File: src/rtl/burst_pkg.sv
package burst_pkg;
  localparam int unsigned ADDR_W = 16;
  localparam int unsigned BEAT_W = 2;

  typedef enum logic [1:0] {
    OP_HOLD = 2'd0,
    OP_STEP = 2'd1,
    OP_LOAD = 2'd2
  } burst_op_e;
endpackage

File: src/rtl/burst_load_ctl.sv
module burst_load_ctl
  import burst_pkg::*;
(
  input  logic      ads_proc_ni,
  input  logic      ads_ctrl_ni,
  input  logic      chip_en_ni,
  input  logic      adv_ni,
  output burst_op_e op_o
);
  logic proc_load, ctrl_load;

  assign proc_load = !ads_proc_ni && !chip_en_ni;
  assign ctrl_load = !ads_ctrl_ni;

  always_comb begin
    if (proc_load || ctrl_load) op_o = OP_LOAD;
    else if (!adv_ni)           op_o = OP_STEP;
    else                        op_o = OP_HOLD;
  end
endmodule

File: src/rtl/burst_counter.sv
module burst_counter
  import burst_pkg::*;
#(
  parameter int unsigned AW = 16,
  parameter int unsigned BW = 2
) (
  input  logic          clk_i,
  input  logic          rst_ni,
  input  burst_op_e     op_i,
  input  logic [AW-1:0] addr_i,
  output logic [AW-1:0] base_o,
  output logic [BW-1:0] beat_o,
  output logic          start_o
);
  always_ff @(posedge clk_i or negedge rst_ni) begin
    if (!rst_ni) begin
      base_o  <= '0;
      beat_o  <= '0;
      start_o <= 1'b0;
    end else begin
      start_o <= (op_i == OP_LOAD);
      unique case (op_i)
        OP_LOAD: begin
          base_o <= addr_i;
          beat_o <= '0;
        end
        OP_STEP: beat_o <= beat_o + 1'b1;
        default: ;
      endcase
    end
  end
endmodule

File: src/rtl/burst_order.sv
module burst_order #(
  parameter int unsigned BW = 2
) (
  input  logic          mode_i,
  input  logic [BW-1:0] base_lo_i,
  input  logic [BW-1:0] beat_i,
  output logic [BW-1:0] lo_o
);
  logic [BW-1:0] lin, ilv;

  assign lin = base_lo_i + beat_i;

  for (genvar b = 0; b < BW; b++) begin : g_ilv
    assign ilv[b] = base_lo_i[b] ^ beat_i[b];
  end

  assign lo_o = mode_i ? ilv : lin;
endmodule

File: src/rtl/burst_addr_gen.sv
module burst_addr_gen
  import burst_pkg::*;
#(
  parameter int unsigned AW = ADDR_W,
  parameter int unsigned BW = BEAT_W
) (
  input  logic          clk_i,
  input  logic          rst_ni,
  input  logic [AW-1:0] addr_i,
  input  logic          ads_proc_ni,
  input  logic          ads_ctrl_ni,
  input  logic          chip_en_ni,
  input  logic          adv_ni,
  input  logic          mode_i,
  output logic [AW-1:0] addr_o,
  output logic          burst_start_o
);
  localparam int unsigned HI_W = AW - BW;

  burst_op_e     op;
  logic [AW-1:0] base;
  logic [BW-1:0] beat;
  logic [BW-1:0] lo;

  burst_load_ctl u_ctl (
    .ads_proc_ni (ads_proc_ni),
    .ads_ctrl_ni (ads_ctrl_ni),
    .chip_en_ni  (chip_en_ni),
    .adv_ni      (adv_ni),
    .op_o        (op)
  );

  burst_counter #(.AW(AW), .BW(BW)) u_cnt (
    .clk_i   (clk_i),
    .rst_ni  (rst_ni),
    .op_i    (op),
    .addr_i  (addr_i),
    .base_o  (base),
    .beat_o  (beat),
    .start_o (burst_start_o)
  );

  burst_order #(.BW(BW)) u_ord (
    .mode_i    (mode_i),
    .base_lo_i (base[BW-1:0]),
    .beat_i    (beat),
    .lo_o      (lo)
  );

  assign addr_o = {base[AW-1:AW-HI_W], lo};
endmodule

File: config.mk
export PLATFORM = sky130hd
export DESIGN_NAME = burst_addr_gen
export DESIGN_NICKNAME = d
export VERILOG_FILES = /design/src/rtl/burst_pkg.sv /design/src/rtl/burst_load_ctl.sv /design/src/rtl/burst_counter.sv /design/src/rtl/burst_order.sv /design/src/rtl/burst_addr_gen.sv
export SDC_FILE = /design/constraint.sdc
export NUM_CORES = 1
export LEC_CHECK = 0
export ABC_AREA = 1
export BUFFER_PORTS_ARGS = -buffer_cell sky130_fd_sc_hd__buf_2
export CAP_MARGIN = 10
export CELL_PAD_IN_SITES_DETAIL_PLACEMENT = 1
export CELL_PAD_IN_SITES_GLOBAL_PLACEMENT = 2
export CORE_UTILIZATION = 25
export DETAILED_ROUTE_END_ITERATION = 10
export HOLD_SLACK_MARGIN = 0.06
export PLACE_DENSITY_LB_ADDON = 0.3
export SLEW_MARGIN = 20
export SYNTH_ARGS = -nofsm -noshare
export SYNTH_HDL_FRONTEND = slang
export SYNTH_SLANG_ARGS = --single-unit
File: constraint.sdc
create_clock -name clk_i -period 1.25 [get_ports clk_i]
set_clock_uncertainty 0.1 [all_clocks]
set_input_delay 0.0625 -clock clk_i [delete_from_list [all_inputs] [get_ports clk_i]]
set_output_delay 0.0625 -clock clk_i [all_outputs]
set_load 0.1 [all_outputs]
# [Yosys cells after proc, flatten, opt, wreduce, memory -nomap -nowiden]
# Cells that the tools add are included.
[totals] reg_bits=19 in_bits=23
[classes] add_sub_neg=2 eq_ne=2 mux=4 n_bitwise=2 n_reduce_logical=6
[op_table] op="$mux 2" count=2
[op_table] op="$pmux 2 s2" count=1
[op_table] op="$logic_not 1->1" count=3
[op_table] op="$add 2x1->2 const B" count=1
[op_table] op="$add 2x2->2" count=1
[op_table] op="$eq 2x1->1 const B" count=1
[op_table] op="$eq 2x2->1 const B" count=1
[op_table] op="$reduce_bool 2->1" count=1
[op_table] op="$xor 1x1->1" count=2
[op_table] op="$logic_and 1x1->1" count=1
[op_table] op="$logic_or 1x1->1" count=1
[op_table] op="$mux 1" count=1

# [Depth between registers and ports, before layout]
[depth] depth_word=6 depth_mapped=6 mapped_depth_nobuf=6

# [Cells and area by module]
# From an unflattened synthesis, not the netlist that was laid out.
[hier_totals] cells_unflattened=104 area_unflattened_um2=902.1
[modules_own_cells] mod="burst_counter" n_inst=1 cells_per_inst=85 area_per_inst_um2=812.0
[modules_own_cells] mod="burst_order" n_inst=1 cells_per_inst=15 area_per_inst_um2=67.6
[modules_own_cells] mod="burst_load_ctl" n_inst=1 cells_per_inst=4 area_per_inst_um2=22.5

# [Worst setup path before layout]
# Ideal clock, no wire load.
[synth_timing] kind="flip-flop to output port" startpoint="register u_cnt.beat_o[0]" endpoint="output port addr_o[1]" t_arrival_ns=1.331 setup_slack_ns=-0.244 path_stages_with_launch=7 path_cell_list="dfrtp_1 > ha_1 > inv_1 > nor2_1 > nand3_1 > nand2_1 > inv_1"
[synth_between] elab_chain_len=2
[synth_lines] element="start: declaration" line="burst_counter.sv:12" text="output logic [BW-1:0] beat_o,"
[synth_lines] element="start signal: assignment" line="burst_counter.sv:27" text="OP_STEP: beat_o <= beat_o + 1'b1;"
[synth_lines] element="$add 2x2->2" line="burst_order.sv:11" text="assign lin = base_lo_i + beat_i;"
[synth_lines] element="$mux 2" line="burst_order.sv:17" text="assign lo_o = mode_i ? ilv : lin;"
[synth_lines] element="end: declaration" line="burst_addr_gen.sv:15" text="output logic [AW-1:0] addr_o,"
# No other way between the ends.

# [Worst setup path in the final report]
[layout_timing] startpoint="register u_cnt.base_o[0]" endpoint="output port addr_o[1]"
[layout_between] elab_chain_len=2
[layout_lines] element="start: declaration" line="burst_counter.sv:11" text="output logic [AW-1:0] base_o,"
[layout_lines] element="start signal: assignment" line="burst_counter.sv:24" text="base_o <= addr_i;"
[layout_lines] element="$add 2x2->2" line="burst_order.sv:11"
[layout_lines] element="$mux 2" line="burst_order.sv:17"
# No other way between the ends.

==> qor.txt <==
Distinct cells, synth: 14
Die X: 62.8 um
Most frequent cells in the layout: 53 x nand2_1, 34 x buf_2, 19 x dfrtp_1, 18 x dlygate4sd3_1, 6 x nor2_1
Peak supply drop: 0.471 mV
Failing checks: negative setup slack
Root Buffer: clkbuf_8
CP Capture Type: primary output
Worst Max-Slew Pin Slew: 490 ps
Post-Route WL: 2140 um
Commonest non-fill, non-tap cell in the layout: nand2_1
Sequential share of the synthesized area: 0.514
NetSw: 0.000794 W
Cell Area, Synth: 925 um2
Drc violations: 0
Nets@finish: 183
Reg2reg path depth: 4
Core Box Area: 3440 um2
Total CTS buffers: 3
Clk buf depth: 2
Cell-internal power: 0.00109 W
Grt ovf: 0
Outcome: complete, but fails checks
Endpoints failing hold: 0
Critical path type: reg -> out
Synth Area in Compound Gates: 0.0230
Layout cells sized above 1: 0.335
Simple-Gate Fraction of Synth Area: 0.279
Routed Antenna Nets: 0
Pin count of the biggest net entering global routing: 20
Seq cells post-synth: 19
PwrDens: 1380 nW/um2
Reg area: 475 um2
Proportion of synthesized area in mux cells: 0
Relative slew slack: 0.672
Die area: 3950 um2
Hold Crit Class: in -> reg
IO Port Bufs: 39
Mapped Cells: 111
Boundary Pins: 40
Slew Viols, Final: 0
Sink Count: 19
Hold path depth: 2
XOR/XNOR Fraction of Synth Area: 0
Vias per cell: 3.96
Via count: 808
Area of the multi-input gates: 307 um2
Die height: 62.8 um
Required time worst endpoint: 1090 ps
Setup repair after global routing missed its margin: yes
Wire length per cell: 10.5 um
Combinational Power Share: 0.398
Clock transition at the registers of the reported paths: 70 ps
Post-Syn Nets: 135
Leak: 0.728 nW
Slack of the critical path: -238 ps
Clock share of power: 0.228
GPL Wtd Cong: 0.660
Setup violations, final: 2
Vias in the first global route: 870
Switching share of power: 0.422
Min Clock Period, post-route: 1490 ps
Sequential share of power: 0.374
CTS tree: yes
Max cap viols: 0
Fill count: 431
Ys Warns: 0
WHS: 62.6 ps
Largest family of logic cells by synthesized area: simple AND/OR/NAND/NOR gates
DP HPWL: 1510 um
Starting density of the core: 0.269
Detailed Routing Iterations Pass 1: 2
Antenna diodes: 0
Final period util: 1.19
Initial antenna violation count: 0
First-pass GRT wire length: 3770 um
Layout area overhead: 47.1%
Site Rows: 21
Finished Core Util: 0.395
Initial drt markers: 11
Clk_lat worst skew: 250 ps
CP Data Arrival Time: 1330 ps
Fin Setup TNS: -270 ps
Crit start category: register
Avg Cell Area, Syn: 8.33 um2
F_max: 0.672 GHz
Adder-Cell Fraction of Synth Area: 0.0135
Critical path peak fanout: 2
Gr usage total: 0.125
H-tree Lvls: 1
cells in the mapped netlist (all sizes together):
cell	instances	area, um2
nand3	2	10.0
dfrtp	19	475
inv	8	30.0
o21ai	2	21.3
ha	1	12.5
nor2	7	33.8
nand2	55	209
nor3	1	5.00
buf	16	128
logic make-up (layout without fill, tap and decap cells):
group	count (synthesis)	count (layout)
DFF	19	19
and+or+nand+nor	65	65
adders and majority gates	1	1
AOI/OAI and AO/OA	2	2
buffers and inverters	24	71
path summary, 6_finish.rpt:
kind	startpoint	endpoint	slack, ps
setup reg to reg	u_cnt.beat_o[0]	u_cnt.beat_o[0]	250
hold reg to reg	u_cnt.base_o[3]	u_cnt.base_o[3]	370
setup / recovery	u_cnt.base_o[0]	addr_o[1]	-240
hold / removal	ads_proc_ni	u_cnt.start_o	60
max in group asynchronous	rst_ni	u_cnt.base_o[13]	590
min in group asynchronous	rst_ni	u_cnt.base_o[2]	170
timing repair:
action	4_1_cts	5_1_grt
pin swaps	1	0
hold buffers	18	0
cloned	0	0
setup endpoints to repair	2	4
buffers inserted	0	1
endpoints found under the hold margin	36	0
resized for setup	3	2
worst max-delay path: stages, from the launching register on:
cell        delay (ps)
dfrtp_1            400
ha_4               150
inv_2               20
nor2_1              70
nand3_1             80
nand2_2             80
clkinvlp_4          90
buf_12             170
cell type report:
cell class	instances	area share
Clock buffer	3	0.0304
Clock inverter	1	0.00368
Inverter	8	0.0248
Multi-Input combinational cell	68	0.225
Sequential cell	19	0.350
Tap cell	46	0.0423
Timing Repair Buffer	59	0.324
layer usage:
metal	global-route usage	up-vias	part of all wire
li1	-	409	-
met1	0.131	379	0.40
met2	0.230	15	0.54
met3	0.0219	5	0.025
met4	0.0785	0	0.027
met5	0	-	0
power by group through the flow:
stage	sequential (W)	clock, W	combinational (W)
after global placement	0.000711	0	0.000692
after global routing	0.000714	0.000469	0.000788
final	0.000704	0.000429	0.000749
after detailed placement	0.000715	0	0.000700
after floorplan	0.000721	0	0.000582
after CTS	0.000706	0.000441	0.000750
registers in the layout (all words and copies together), names as in the netlist:
name and cells:
u_cnt.base_o 16, u_cnt.start_o 1, u_cnt.beat_o 2
metrics by stage:
stage	total power (W)	setup WS [ps]	instance area [um2]	instances
after global routing	0.00197	-314	1360	204
after floorplan	0.00130	-122	931	111
final	0.00188	-238	1360	204
after detailed placement	0.00142	15.0	1110	181
after CTS	0.00190	-258	1350	203
after global placement	0.00140	39.9	1110	181
No activity file was read; power rests on OpenSTA's default activity.
